<file path="src/rtl/dwdt_pkg.sv">
package dwdt_pkg;

  localparam int unsigned ADDR_W = 4;
  localparam int unsigned PRE_W  = 8;

  typedef enum logic [ADDR_W-1:0] {
    OFS_LOAD  = 4'h0,
    OFS_VALUE = 4'h4,
    OFS_CTRL  = 4'h8,
    OFS_KICK  = 4'hC
  } reg_ofs_e;

  // control bit positions
  localparam int unsigned B_PDSTOP = 0;
  localparam int unsigned B_RSTSEL = 1;
  localparam int unsigned B_PSEL   = 2;
  localparam int unsigned B_WDOG   = 5;
  localparam int unsigned B_RUN    = 7;

  // last prescaler state before a step: divide-1
  function automatic logic [PRE_W-1:0] presc_last(input logic [1:0] sel);
    case (sel)
      2'b00:   presc_last = '0;
      2'b01:   presc_last = PRE_W'(15);
      default: presc_last = PRE_W'(255);
    endcase
  endfunction

endpackage

</file>
<file path="src/rtl/dwdt_regs.sv">
module dwdt_regs
  import dwdt_pkg::*;
#(
  parameter int unsigned     CNT_W    = 16,
  parameter logic [CNT_W-1:0] LOAD_RST = 16'h0050
) (
  input  logic               clk,
  input  logic               por_n,
  input  logic               sys_rst_n,
  input  logic               wr_en,
  input  logic [ADDR_W-1:0]  addr,
  input  logic [CNT_W-1:0]   wdata,
  input  logic [CNT_W-1:0]   count_i,
  output logic [CNT_W-1:0]   load_q,
  output logic [CNT_W-1:0]   ctrl_q,
  output logic [CNT_W-1:0]   rdata,
  output logic               wd_mode,
  output logic               ctrl_wr,
  output logic               enter_wd,
  output logic               kick,
  output logic               soft_clr
);

  logic bus_ok;
  logic load_wr;

  assign wd_mode  = ctrl_q[B_WDOG];
  assign bus_ok   = sys_rst_n;
  assign soft_clr = !sys_rst_n && !wd_mode;
  assign ctrl_wr  = bus_ok && wr_en && (addr == OFS_CTRL) && !wd_mode;
  assign load_wr  = bus_ok && wr_en && (addr == OFS_LOAD) && !wd_mode;
  assign enter_wd = ctrl_wr && wdata[B_WDOG];
  assign kick     = bus_ok && wr_en && (addr == OFS_KICK);

  always_ff @(posedge clk or negedge por_n) begin
    if (!por_n) begin
      load_q <= LOAD_RST;
      ctrl_q <= '0;
    end else if (soft_clr) begin
      load_q <= LOAD_RST;
      ctrl_q <= '0;
    end else begin
      if (load_wr) load_q <= wdata;
      if (ctrl_wr) ctrl_q <= wdata;
    end
  end

  always_comb begin
    case (addr)
      OFS_LOAD:  rdata = load_q;
      OFS_VALUE: rdata = count_i;
      OFS_CTRL:  rdata = ctrl_q;
      default:   rdata = '0;
    endcase
  end


  cfg_locked_chk: assert property (@(posedge clk) disable iff (!por_n)
    wd_mode |=> ($stable(load_q) && $stable(ctrl_q)));


  wd_sticky_chk: assert property (@(posedge clk) disable iff (!por_n)
    wd_mode |=> wd_mode);

endmodule

</file>
<file path="src/rtl/dwdt_prescaler.sv">
module dwdt_prescaler
  import dwdt_pkg::*;
(
  input  logic       clk,
  input  logic       por_n,
  input  logic       clr,
  input  logic       tick_q,
  input  logic [1:0] psel,
  output logic       step
);

  logic [PRE_W-1:0] pre_q;
  logic             wrap;

  assign wrap = (pre_q >= presc_last(psel));
  assign step = tick_q && wrap;

  always_ff @(posedge clk or negedge por_n) begin
    if (!por_n)        pre_q <= '0;
    else if (clr)      pre_q <= '0;
    else if (tick_q)   pre_q <= wrap ? '0 : pre_q + 1'b1;
  end


  pre_hold_chk: assert property (@(posedge clk) disable iff (!por_n)
    (!tick_q && !clr) |=> $stable(pre_q));


  pre_restart_chk: assert property (@(posedge clk) disable iff (!por_n)
    clr |=> (pre_q == '0));

endmodule

</file>
<file path="src/rtl/dwdt_counter.sv">
module dwdt_counter #(
  parameter int unsigned      CNT_W    = 16,
  parameter logic [CNT_W-1:0] LOAD_RST = 16'h0050
) (
  input  logic             clk,
  input  logic             por_n,
  input  logic             soft_clr,
  input  logic [CNT_W-1:0] load_i,
  input  logic             reload,
  input  logic             step,
  input  logic             wd_mode,
  input  logic             rst_sel,
  input  logic             kick,
  output logic [CNT_W-1:0] count_q,
  output logic             irq,
  output logic             rst_req,
  output logic             expire
);

  logic to_reset;

  function automatic logic [CNT_W-1:0] next_count(input logic [CNT_W-1:0] cur,
                                                  input logic [CNT_W-1:0] ld);
    next_count = (cur == '0) ? ld : cur - 1'b1;
  endfunction

  assign expire   = step && !reload && (count_q == '0);
  assign to_reset = wd_mode && rst_sel;

  always_ff @(posedge clk or negedge por_n) begin
    if (!por_n) begin
      count_q <= LOAD_RST;
      irq     <= 1'b0;
      rst_req <= 1'b0;
    end else if (soft_clr) begin
      count_q <= LOAD_RST;
      irq     <= 1'b0;
      rst_req <= 1'b0;
    end else begin
      if (reload)    count_q <= load_i;
      else if (step) count_q <= next_count(count_q, load_i);
      if (expire && !to_reset) irq <= 1'b1;
      else if (kick)           irq <= 1'b0;
      rst_req <= expire && to_reset;
    end
  end


  rst_pulse_chk: assert property (@(posedge clk) disable iff (!por_n)
    rst_req |=> !rst_req);


  rst_only_wd_chk: assert property (@(posedge clk) disable iff (!por_n)
    rst_req |-> wd_mode);


  expire_at_zero_chk: assert property (@(posedge clk) disable iff (!por_n)
    expire |-> (count_q == '0));


  reload_value_chk: assert property (@(posedge clk) disable iff (!por_n)
    (reload && !soft_clr) |=> (count_q == $past(load_i)));

endmodule

</file>
<file path="src/rtl/dual_watchdog.sv">
module dual_watchdog
  import dwdt_pkg::*;
#(
  parameter int unsigned      CNT_W    = 16,
  parameter logic [CNT_W-1:0] LOAD_RST = 16'h0050
) (
  input  logic              clk,
  input  logic              por_n,
  input  logic              sys_rst_n,
  input  logic              tick_en,
  input  logic              dbg_halt,
  input  logic              pwr_down,
  input  logic              wr_en,
  input  logic [ADDR_W-1:0] addr,
  input  logic [CNT_W-1:0]  wdata,
  output logic [CNT_W-1:0]  rdata,
  output logic              irq,
  output logic              rst_req
);

  logic [CNT_W-1:0] load_q;
  logic [CNT_W-1:0] ctrl_q;
  logic [CNT_W-1:0] count_q;
  logic wd_mode, ctrl_wr, enter_wd, kick, soft_clr;
  logic wd_kick, reload, running, hold, tick_q, pre_clr, step, expire;

  assign wd_kick = kick && wd_mode;
  assign reload  = enter_wd || wd_kick;
  assign running = wd_mode || ctrl_q[B_RUN];
  assign hold    = dbg_halt || (pwr_down && ctrl_q[B_PDSTOP]);
  assign tick_q  = tick_en && running && !hold && !ctrl_wr && !wd_kick && !soft_clr;
  assign pre_clr = soft_clr || ctrl_wr || wd_kick;

  dwdt_regs #(.CNT_W(CNT_W), .LOAD_RST(LOAD_RST)) u_regs (
    .clk      (clk),
    .por_n    (por_n),
    .sys_rst_n(sys_rst_n),
    .wr_en    (wr_en),
    .addr     (addr),
    .wdata    (wdata),
    .count_i  (count_q),
    .load_q   (load_q),
    .ctrl_q   (ctrl_q),
    .rdata    (rdata),
    .wd_mode  (wd_mode),
    .ctrl_wr  (ctrl_wr),
    .enter_wd (enter_wd),
    .kick     (kick),
    .soft_clr (soft_clr)
  );

  dwdt_prescaler u_presc (
    .clk   (clk),
    .por_n (por_n),
    .clr   (pre_clr),
    .tick_q(tick_q),
    .psel  (ctrl_q[B_PSEL+1:B_PSEL]),
    .step  (step)
  );

  dwdt_counter #(.CNT_W(CNT_W), .LOAD_RST(LOAD_RST)) u_cnt (
    .clk     (clk),
    .por_n   (por_n),
    .soft_clr(soft_clr),
    .load_i  (load_q),
    .reload  (reload),
    .step    (step),
    .wd_mode (wd_mode),
    .rst_sel (ctrl_q[B_RSTSEL]),
    .kick    (kick),
    .count_q (count_q),
    .irq     (irq),
    .rst_req (rst_req),
    .expire  (expire)
  );


  halt_freeze_chk: assert property (@(posedge clk) disable iff (!por_n)
    (dbg_halt && !reload && !soft_clr) |=> $stable(count_q));


  pd_freeze_chk: assert property (@(posedge clk) disable iff (!por_n)
    (pwr_down && ctrl_q[B_PDSTOP] && !reload && !soft_clr) |=> $stable(count_q));


  sysrst_keeps_wd_chk: assert property (@(posedge clk) disable iff (!por_n)
    (!sys_rst_n && wd_mode) |=> (wd_mode && $stable(load_q)));

endmodule

</file>
<file path="config.mk">
export PLATFORM = sky130hd
export DESIGN_NAME = dual_watchdog
export DESIGN_NICKNAME = d
export VERILOG_FILES = /design/src/rtl/dwdt_pkg.sv /design/src/rtl/dwdt_regs.sv /design/src/rtl/dwdt_prescaler.sv /design/src/rtl/dwdt_counter.sv /design/src/rtl/dual_watchdog.sv
export SDC_FILE = /design/constraint.sdc
export NUM_CORES = 1
export LEC_CHECK = 0
export ABC_CLOCK_PERIOD_IN_PS = 2700
export BUFFER_PORTS_ARGS = -buffer_cell sky130_fd_sc_hd__buf_2
export CORE_AREA = 2 2 112 114
export CTS_BUF_LIST = sky130_fd_sc_hd__clkbuf_4
export CTS_CLUSTER_SIZE = 8
export DETAILED_ROUTE_END_ITERATION = 10
export DIE_AREA = 0 0 114 116
export MAX_ROUTING_LAYER = met4
export PLACE_DENSITY_LB_ADDON = 0.05
export SLEW_MARGIN = 0
export SYNTH_ARGS = -nofsm -noshare
export SYNTH_HDL_FRONTEND = slang
export SYNTH_SLANG_ARGS = --single-unit
export TNS_END_PERCENT = 30
</file>
<file path="constraint.sdc">
create_clock -name clk -period 2.7 [get_ports clk]
set_input_delay 0.675 -clock clk [delete_from_list [all_inputs] [get_ports clk]]
set_output_delay 0.675 -clock clk [all_outputs]
set_load 0.01 [all_outputs]
</file>
# --- Word-level counts from Yosys, hierarchy flattened ---
# Index checks and enable logic that the tools add are counted.
word_totals:
  out_inout_bits: 18
  word_cells: 72
  regBits: 58
  input_bits: 27
op_classes:
  n_mux: 17
  reduce_logical: 42
  eq_ne: 4
  n_lt_le_gt_ge: 1
  addsub: 2
op_table:
  columns: ["operator", "n"]
  rows:
  - ["16-bit two-way mux", 8]
  - ["16-bit one-hot mux with 3 select lines", 1]
  - ["8-bit two-way mux", 3]
  - ["1-bit logical AND", 21]
  - ["16-bit zero test", 1]
  - ["8-bit one-hot mux with 2 select lines", 1]
  - ["16-bit by 1-bit subtractor with 16-bit output (second input constant)", 1]
  - ["8-bit by 1-bit adder with 8-bit output (second input constant)", 1]
  - ["4-bit == test (second input constant)", 2]
  - ["8-bit >= comparator", 1]
  - ["1-bit zero test", 8]
  - ["2-bit nonzero test", 3]
  - ["3-bit nonzero test", 2]
  - ["1-bit logical OR", 5]
  - ["4-bit by 3-bit == test with 1-bit output (second input constant)", 1]
  - ["4-bit zero test", 1]
  - ["1-bit two-way mux", 4]
  - ["2-bit by 1-bit == test with 1-bit output (second input constant)", 1]
  - ["2-bit zero test", 1]

# --- Logic depth before layout (Yosys ltp) ---
# Gate-level depths: netlist (run 1).
logic_depth:
  word_depth: 13
  ltp_mapped: 9

# --- By module ---
# From an unflattened synthesis (run 1), not the netlist that was laid out.
unflattened:
  cells_unflattened: 411
  area_unflattened_um2: 3691.0
by_module_without_submodules:
  columns: ["module", "cells_per_inst", "seq_area_each_um2", "instances", "area_per_inst_um2"]
  rows:
  - ["dwdt_regs", 189, 803.3, 1, 1671.6]
  - ["dwdt_counter", 145, 452.9, 1, 1270.0]
  - ["dwdt_prescaler", 72, 200.2, 1, 695.7]
  - ["dual_watchdog", 5, 0.0, 1, 53.8]

# --- Worst setup path before layout (run 1) ---
# Ideal clock, no wire load.
synth_timing:
  path_type: "input to output"
  from: "input addr[2]"
  to: "output rdata[0]"
  path_buffers: 1
  cell_stages: 5
  arrival_time_ns: 1.891
  setup_slack_ns: 0.134
  t_required_ns: 2.025
  path_cell_list: "inv_1 -> nor4_1 -> clkbuf_1 -> a222oi_1 -> inv_1"
synth_via:
  elab_chain_cells: 2
synth_rtl:
  columns: ["item", "line_no", "source"]
  rows:
  - ["from (decl)", "dual_watchdog.sv:14", "input logic [ADDR_W-1:0] addr,"]
  - ["4-bit == test (tied with other cells)", "dwdt_regs.sv:49", "case (addr)"]
  - ["16-bit one-hot mux with 3 select lines *", "dwdt_regs.sv:49", null]
  - ["to (decl)", "dual_watchdog.sv:16", "output logic [CNT_W-1:0] rdata,"]
# Mark *: on every way between the ends. The rest lies on a longest branch, timed or not.

# --- Final worst setup path (run 1) ---
layout_timing:
  from: "input addr[2]"
  to: "output rdata[1]"
# Same word-level chain as after synthesis.

==> results of run 1 <==
logic make-up after synthesis:
kind of cell,after synthesis,synth area share (%)
mux,1,0.2824
xor+xnor,5,1.236
buf+inv,42,4.906
fa+ha+maj,8,2.824
flops,58,41.09
compound gates,116,25.17
simple gates,176,24.50
metal layers:
layer	part of all wire (%)	GRT usage, %
met1	49	27.51
met2	43	27.78
met5	0	-
met4	2.3	7.967
met3	5.6	2.981
sequential cells by signal, summed over array words and instances (netlist names):
| signal | cells |
|---|---|
| u_cnt.count_q | 16 |
| u_cnt.irq | 1 |
| u_cnt.rst_req | 1 |
| u_presc.pre_q | 8 |
| u_regs.ctrl_q | 16 |
| u_regs.load_q | 16 |
cells in the final DEF (no fill, tap or decap), types with 3 or more instances in the layout:
| master | count |
|---|---|
| nand4_1 | 4 |
| nand3_1 | 16 |
| o21a_1 | 3 |
| buf_4 | 32 |
| xor2_1 | 3 |
| nand2_1 | 97 |
| or3_1 | 3 |
| a211o_1 | 3 |
| a31oi_1 | 4 |
| clkbuf_4 | 9 |
| nor4_1 | 3 |
| inv_1 | 23 |
| o21ai_0 | 8 |
| and3_1 | 3 |
| nand2b_1 | 3 |
| dfrtp_1 | 54 |
| a21oi_1 | 39 |
| o311ai_0 | 4 |
| o22ai_1 | 3 |
| nor3_1 | 6 |
| buf_2 | 44 |
| nor2_1 | 16 |
| a222oi_1 | 16 |
| dfstp_2 | 4 |
| nor2_2 | 3 |
| o211ai_1 | 5 |
| ha_1 | 8 |
worst max-delay path, delay by kind of cell:
kind                   cells  cell delay [ns]
AO/OA/AOI/OAI              1             0.42
buffers and inverters      5             0.69
AND/OR/NAND/NOR            1             0.07
per-stage QoR:
stage                     hold slack, ns  utilization (%)  total power, mW  setup WS (ns)  std cells
final                             0.2107            35.90            2.099         0.1599        626
after global placement            0.4839            34.51            1.369         0.1702        610
after detailed placement          0.4923            34.51            1.361         0.1248        610
after floorplan                   0.3794                -            1.176         0.1336        406
after CTS                         0.2170            35.86            2.128         0.1245        626
after global routing              0.2419            35.90            2.218        0.06250        626
power breakdown:
group,total (mW),internal (mW),switching [mW]
sequential,0.933,0.900,0.0328
clock,0.750,0.373,0.378
combinational,0.416,0.156,0.260
worst min path at each step:
stage                startpoint                end  depth (start not counted)
6_report                  por_n  u_cnt.count_q[15]                          1
5_1_grt                   por_n  u_cnt.count_q[15]                          1
4_1_cts                   por_n  u_cnt.count_q[15]                          1
3_5_place_dp   u_regs.ctrl_q[6]   u_regs.ctrl_q[6]                          2
3_3_place_gp   u_regs.ctrl_q[6]   u_regs.ctrl_q[6]                          2
2_1_floorplan             por_n   u_cnt.count_q[0]                          0
area by class of cell:
class,count,area (sq um),share of cell area [%]
clock buffer,9,67.56,1.580
clock inverter,7,93.84,2.194
inverter,23,86.33,2.019
multi-input combinational,306,1928,45.08
sequential,58,1456,34.06
tap,147,183.9,4.301
timing repair buffer,76,460.4,10.77
synth_stat cells (3+ instances only):
cell type  number  area [sq um]
dfstp_2         4         105.1
o22ai_1         3         18.77
ha_1            8         100.1
o311ai_0        4         35.03
xor2_1          3         26.28
nand4_1         4         25.02
nand3_1        16         80.08
or3_1           3         18.77
nand2_1        98         367.9
nor2_1         18         67.56
a21oi_1        39         195.2
and3_1          3         18.77
dfrtp_1        54          1351
o21ai_0         8         40.04
buf_4           4         30.03
o21a_1          3         22.52
a211o_1         3         26.28
a222oi_1       16         160.2
nand2b_1        3         18.77
nor4_1          4         25.02
clkbuf_1       14         52.55
inv_1          23         86.33
nor3_1          6         30.03
a31oi_1         4         25.02
o211ai_1        5         37.54
repair_timing:
item | 4_1_cts | 5_1_grt
resized for setup | 0 | 2
hold endpoints to repair | 0 | 0
endpoints found under the setup margin | 0 | 8
==> flow_summary_export.csv, run 1 <==
group,metric,value,unit
route,drtAntennaViolNets,0,
setup_path,cp.arrival,1.87,ns
setup_path,cp_max_fo,16,
sta,period_needed,2.540,ns
logic_synthesis,synthArstFlopShare,100.0,%
route,via_count,3452,
sta,rsz0062_at_grt,"false",
logic_synthesis,synthFlopType,"dfrtp_1",
final_layout,area_growth_syn_to_layout,20.65,%
cts,clk_path_buf_depth,2,
final_layout,final_nets,509,
logic_synthesis,synth_area,3545,sq um
final_layout,final_layout_size_suffix_gt1_share,25.26,%
floorplanning,dieHeight,116,um
cts,cts_buffers,9,
grt,grt_overflow_total,0,
setup_path,end_kind,"output pin",
cts,holdBufCountCts,0,
placement,dpl.hpwl,8818,um
setup_path,endpoint,"rdata[1]",
setup_path,ff2ff_path_depth,8,
sta,fmax,0.3937,GHz
sta,tightest_slew,0.6512,ns
placement,post_dp_cell_area,4110,sq um
cts,cts.sinks,58,
grt,grt_max_degree,32,
floorplanning,die_w,114,um
power,ir_drop,256.7,uV
floorplanning,die-area,13220,sq um
route,drc,0,
setup_path,reg2reg_to,"u_cnt.count_q[9]",
floorplanning,core,11910,sq um
setup_path,cp_data_required_time,2.03,ns
route,drtIter0Drc,377,
final_layout,fin_area,4277,sq um
sta,hold_viol,0,
route,firstDrtPassIters,7,
placement,gp_congestion,0.8955,
floorplanning,io_pins,45,
placement,port_buffers,44,
logic_synthesis,synth_seq_cells,58,
setup_path,worst_setup_path_start_kind,"primary input",
logic_synthesis,yosysUniqueCellTypes,72,
logic_synthesis,syn_avg_cell_area,8.731,sq um
logic_synthesis,synth_edf_count,0,
sta,skew,0.01763,ns
floorplanning,initial_utilization,29.76,%
setup_path,path_class,"primary input to output pin",
setup_path,startpoint,"addr[2]",
logic_synthesis,yosysSeqAreaShare,41.09,%
grt,grt_pass1_wl,18930,um
final_layout,fillCellCount,1311,
min_path,min_path_type,"primary input to async pin",
cts,cts_setup_buffers,0,
setup_path,path_cells,"buf_2 -> inv_1 -> nor4_2 -> buf_4 -> a222oi_1 -> inv_1 -> buf_2",
setup_path,rrSetupSlack,0.24,ns
setup_path,r2r-start,"u_regs.ctrl_q[3]",
logic_synthesis,yosysWarnings,0,
logic_synthesis,syn_nets,441,
setup_path,crit_path_max_incr_delay,0.42,ns
power,leakage,1.968,nW
cts,clk_pin_slew,0.12,ns
run,drv_cap,0,
route,routed_wl,11780,um
route,wl_per_cell,18.81,um
cts,cts_tree,"yes",
cts,clock_latency,0.45,ns
status,status,"finished, final reports clean",
floorplanning,num_rows,40,
setup_path,slowest_stage,"a222oi_1",
sta,slew_violations,0,
logic_synthesis,syn_inst,406,
route,via_per_inst,5.514,
grt,grtUsageTotal,19.47,%
power,pwr_density_cell,490.9,nW/um^2
sta,min_period_over_period,94.08,%
cts,cts_root_buffer,"clkbuf_4",
final_layout,antenna_cells,0,
grt,grt_pass1_vias,3341,
cts,cts_max_level,3,
sta,setup_viol,0,
sta,finalSetupTns,0,ns
grt,grt_antenna_before_repair,0,
sta,relSlewSlack,56.51,%
No activity file was read; power rests on OpenSTA's default activity.
==> inputs of run 2 (changes only) <==
Settings changed: ABC_CLOCK_PERIOD_IN_PS 2700 to 3200.
Clock period 2.7 ns to 3.2 ns, I/O delays scaled along.
==> flow_summary_export.csv, run 2 (same netlist as run 1, synthesis figures left out) <==
group,metric,value,unit
sta,finalHoldWorstSlack,0.5048,ns
cts,clk_pin_slew,0.10,ns
final_layout,antenna_cells,0,
min_path,min_path_type,"primary input to async pin",
final_layout,largest_registers,"u_cnt.count_q (16), u_regs.ctrl_q (16), u_regs.load_q (16)",
cts,cts_resized,0,
sta,finalSetupTns,0,ns
placement,post_dp_cell_area,3953,sq um
cts,clock_latency,0.45,ns
cts,clk_path_buf_depth,2,
placement,dpl.hpwl,8354,um
sta,hold_viol,0,
setup_path,cp.arrival,2.03,ns
setup_path,ff2ff_path_depth,8,
setup_path,critical_path.top_delay_family,"buffers and inverters",
cts,cts.sinks,58,
sta,setup_viol,0,
setup_path,crit_path_max_incr_delay,0.45,ns
final_layout,area_growth_syn_to_layout,15.92,%
grt,grt_pass1_wl,19040,um
floorplanning,die-area,13220,sq um
power,p_seq_share,45.9,%
route,drtAntennaViolNets,0,
grt,grt_antenna_before_repair,0,
power,clkPwrFrac,36.0,%
final_layout,fillCellCount,1292,
sta,tightest_slew,0.8097,ns
sta,relSlewSlack,45.92,%
sta,min_period_over_period,88.50,%
final_layout,final_layout_size_suffix_gt1_share,21.40,%
setup_path,cp_max_fo,16,
setup_path,cp_data_required_time,2.40,ns
power,switchingPower,0.5444,mW
setup_path,path_cells,"buf_2 -> inv_1 -> nor4_2 -> buf_4 -> a222oi_1 -> inv_1 -> buf_2",
grt,grt_overflow_total,0,
setup_path,cp_num_buf_inv,5,
cts,cts_root_buffer,"clkbuf_4",
route,routed_wl,11430,um
setup_path,path_class,"primary input to output pin",
placement,gp_congestion,0.8285,
status,status,"finished, final reports clean",
sta,period_needed,2.832,ns
run,drv_cap,0,
power,ir_drop,234.1,uV
setup_path,end_kind,"output pin",
sta,fmax,0.3531,GHz
sta,layout_setup_ws,0.3681,ns
power,pwr_density_cell,421.5,nW/um^2
cts,holdBufCountCts,0,
final_layout,final_common_cell,"nand2_1",
grt,grt_pass1_vias,3372,
setup_path,slowest_stage,"a222oi_1",
route,via_per_inst,5.549,
cts,cts_buffers,9,
route,via_count,3357,
sta,rsz0062_at_grt,"false",
final_layout,layout_common_cells,"nand2_1, dfrtp_1, buf_2",
floorplanning,core,11910,sq um
placement,port_buffers,44,
cts,cts_tree,"yes",
route,wl_per_cell,18.90,um
cts,cts_setup_buffers,0,
floorplanning,num_rows,40,
floorplanning,dieHeight,116,um
final_layout,final_nets,488,
power,comb_power_share,18.1,%
route,drtIter0Drc,317,
floorplanning,io_pins,45,
floorplanning,die_w,114,um
placement,dp_slack,0.3331,ns
grt,grt_max_degree,59,
route,firstDrtPassIters,6,
power,internal_power,1.188,mW
sta,slew_violations,0,
sta,skew,0.01837,ns
setup_path,worst_setup_path_start_kind,"primary input",
setup_path,rrSetupSlack,0.43,ns
setup_path,worst-path-stages,7,
grt,grtUsageTotal,19.39,%
power,netSwitchingFraction,31.43,%
cts,cts_max_level,3,
floorplanning,initial_utilization,29.76,%
route,drc,0,
power,leakage,1.866,nW
final_layout,fin_area,4109,sq um
[run 2: cell type report]
type | count | area (sq um) | area share [%]
Multi-Input combinational cell | 306 | 1923 | 46.80
Timing Repair Buffer | 55 | 302.8 | 7.369
Inverter | 23 | 86.33 | 2.101
Clock inverter | 6 | 81.33 | 1.979
Tap cell | 147 | 183.9 | 4.476
Sequential cell | 58 | 1456 | 35.44
Clock buffer | 10 | 75.07 | 1.827
[run 2: path summary, 6_finish.rpt]
path,startpoint,endpoint
worst min register to register,u_regs.ctrl_q[6],u_regs.ctrl_q[6]
min in group clk,u_regs.ctrl_q[6],u_regs.ctrl_q[6]
worst min-delay path,por_n,u_presc.pre_q[2]
max in group asynchronous,por_n,u_cnt.count_q[2]
worst max register to register,u_regs.ctrl_q[3],u_cnt.count_q[0]
worst max-delay path,addr[2],rdata[6]
[run 2: stage by stage]
stage	std cells	power [mW]	utilization, %
after floorplan	406	0.9926	-
after global placement	589	1.128	33.18
after detailed placement	589	1.122	33.18
after CTS	605	1.756	34.50
after global routing	605	1.834	34.50
final	605	1.732	34.50
[run 2: power by group through the flow]
stage	clock [mW]	sequential, mW	combinational [mW]
5_1_grt	0.681	0.798	0.354
2_1_floorplan	0	0.793	0.200
4_1_cts	0.646	0.794	0.316
3_5_place_dp	0	0.807	0.315
3_3_place_gp	0	0.811	0.317
6_report	0.623	0.795	0.314
[run 2: routing by layer]
layer	vias to the layer above	routed length, um	track usage, %
li1	1600	-	-
met1	1653	5574	27.20
met2	89	5123	27.90
met3	15	542	3.138
met4	0	191	7.724
met5	-	0	-
==> inputs of run 3 (changes only) <==
Settings changed: ABC_CLOCK_PERIOD_IN_PS 3200 to 3640.
Clock period 3.2 ns to 3.64 ns, I/O delays scaled along.
==> flow_summary_export.csv, run 3 (same netlist as run 1, synthesis figures left out) <==
group,metric,value,unit
floorplanning,dieHeight,116,um
setup_path,rrSetupSlack,0.83,ns
setup_path,slowest_stage,"a222oi_1",
status,status,"finished, final reports clean",
setup_path,path_cells,"buf_2 -> inv_1 -> nor4_2 -> buf_4 -> a222oi_1 -> inv_1 -> buf_2",
cts,cts_setup_buffers,0,
route,drc,0,
cts,cts.sinks,58,
sta,min_period_over_period,81.44,%
setup_path,crit_path_max_incr_delay,0.37,ns
cts,clk_path_buf_depth,2,
setup_path,cp_max_fo,16,
route,firstDrtPassIters,6,
power,comb_power_share,17.9,%
grt,grtUsageTotal,19.44,%
final_layout,area_growth_syn_to_layout,15.35,%
placement,port_buffers,44,
power,switchingPower,0.5135,mW
power,pwr_density_cell,363.2,nW/um^2
power,ir_drop,188.8,uV
setup_path,worst_setup_path_start_kind,"primary input",
power,finalPower,1.485,mW
power,p_seq_share,47.7,%
setup_path,r2r-start,"u_regs.ctrl_q[3]",
route,drtIter0Drc,344,
floorplanning,core,11910,sq um
sta,fmax,0.3373,GHz
sta,skew,0.01685,ns
final_layout,layout_common_cells,"nand2_1, dfrtp_1, buf_2",
cts,holdBufCountCts,0,
run,drv_cap,0,
grt,grt_pass1_vias,3362,
setup_path,cp.arrival,2.05,ns
final_layout,largest_registers,"u_cnt.count_q (16), u_regs.ctrl_q (16), u_regs.load_q (16)",
setup_path,cp_data_required_time,2.73,ns
cts,cts_root_buffer,"clkbuf_4",
setup_path,cp_num_buf_inv,5,
floorplanning,initial_utilization,29.76,%
placement,dpl.hpwl,8382,um
sta,hold_viol,0,
power,clkPwrFrac,34.5,%
sta,setup_viol,0,
grt,grt_antenna_before_repair,0,
sta,relSlewSlack,55.29,%
grt,grt_max_degree,32,
sta,slew_violations,0,
setup_path,critical_path.top_delay_family,"buffers and inverters",
final_layout,final_nets,487,
floorplanning,io_pins,45,
final_layout,final_common_cell,"nand2_1",
floorplanning,die_w,114,um
route,routed_wl,11570,um
final_layout,fillCellCount,1275,
cts,cts_buffers,9,
final_layout,antenna_cells,0,
grt,grt_pass1_wl,18910,um
placement,gp_congestion,0.8368,
cts,cts_tree,"yes",
floorplanning,num_rows,40,
setup_path,end_kind,"output pin",
grt,grt_overflow_total,0,
power,leakage,1.851,nW
power,internal_power,0.9716,mW
route,drtAntennaViolNets,0,
cts,clock_latency,0.46,ns
route,via_per_inst,5.535,
route,wl_per_cell,19.16,um
setup_path,reg2reg_to,"u_cnt.count_q[0]",
route,via_count,3343,
cts,cts_max_level,3,
min_path,min_path_type,"primary input to async pin",
setup_path,path_class,"primary input to output pin",
setup_path,ff2ff_path_depth,8,
sta,rsz0062_at_grt,"false",
sta,period_needed,2.965,ns
power,netSwitchingFraction,34.58,%
final_layout,final_layout_size_suffix_gt1_share,21.23,%
cts,clk_pin_slew,0.12,ns
sta,tightest_slew,0.6688,ns
cts,cts_resized,0,
sta,finalSetupTns,0,ns
floorplanning,die-area,13220,sq um
## run 3: cell count changes in the layout (fill, tap and decap cells not counted)
cell	change
buf_4	-1
bufinv_16	-1
clkbuf_4	-1
clkinv_2	-2
clkinv_4	+1
inv_6	+3
## run 3: cell type report
cell class              count  area (sq um)  share of cell area [%]
inverters                  23         86.33                   2.111
repair buffers             54         295.3                   7.222
flip-flops and latches     58          1456                   35.62
multi-input cells         306          1923                   47.03
well taps                 147         183.9                   4.498
clock buffers               9         67.56                   1.652
clock inverters             7         76.32                   1.867
## run 3: how the worst max path moves through the flow
stage | from | to | slack (ns) | cells after the start
floorplan | addr[2] | rdata[0] | 0.60 | 5
global placement | sys_rst_n | u_cnt.count_q[14] | 0.69 | 7
detailed placement | addr[2] | rdata[6] | 0.67 | 7
CTS | addr[2] | rdata[6] | 0.67 | 7
global route | addr[2] | rdata[13] | 0.55 | 7
finish | addr[2] | rdata[6] | 0.68 | 7
## run 3: per-stage QoR
| stage | std cells | worst slack, ns | hold slack (ns) | util, % | cell area [sq um] |
|---|---|---|---|---|---|
| 3_5_place_dp | 588 | 0.6738 | 0.5011 | 33.12 | 3945 |
| 6_report | 604 | 0.6755 | 0.3691 | 34.33 | 4089 |
| 3_3_place_gp | 588 | 0.6866 | 0.4914 | 33.12 | 3945 |
| 2_1_floorplan | 406 | 0.6036 | 0.4654 | - | 3545 |
| 5_1_grt | 604 | 0.5470 | 0.3616 | 34.33 | 4089 |
| 4_1_cts | 604 | 0.6674 | 0.3605 | 34.33 | 4089 |
## run 3: layer usage
layer  wire (um)  up-vias  share of wire [%]  track usage, %
met4         144        0                1.2           5.772
met3         729       11                6.3           4.864
met5           0        -                  0               -
met1        5659     1612                 49           27.69
met2        5038      125                 44           27.10
li1            -     1595                  -               -
## run 3: worst register-to-register path: cells and delay by family (launching register included)
family                     cells  cell delay [ns]
adders and majority gates      1             0.28
DFF                            1             0.47
AOI/OAI and AO/OA              5             1.43
and+or+nand+nor                2             0.53
## run 3: power groups by stage
stage / Sequential [mW] / Combinational (mW) / Clock, mW
floorplan: 0.697 / 0.176 / 0
CTS: 0.706 / 0.266 / 0.532
global placement: 0.721 / 0.266 / 0
global route: 0.711 / 0.297 / 0.560
detailed placement: 0.717 / 0.265 / 0
finish: 0.708 / 0.266 / 0.512
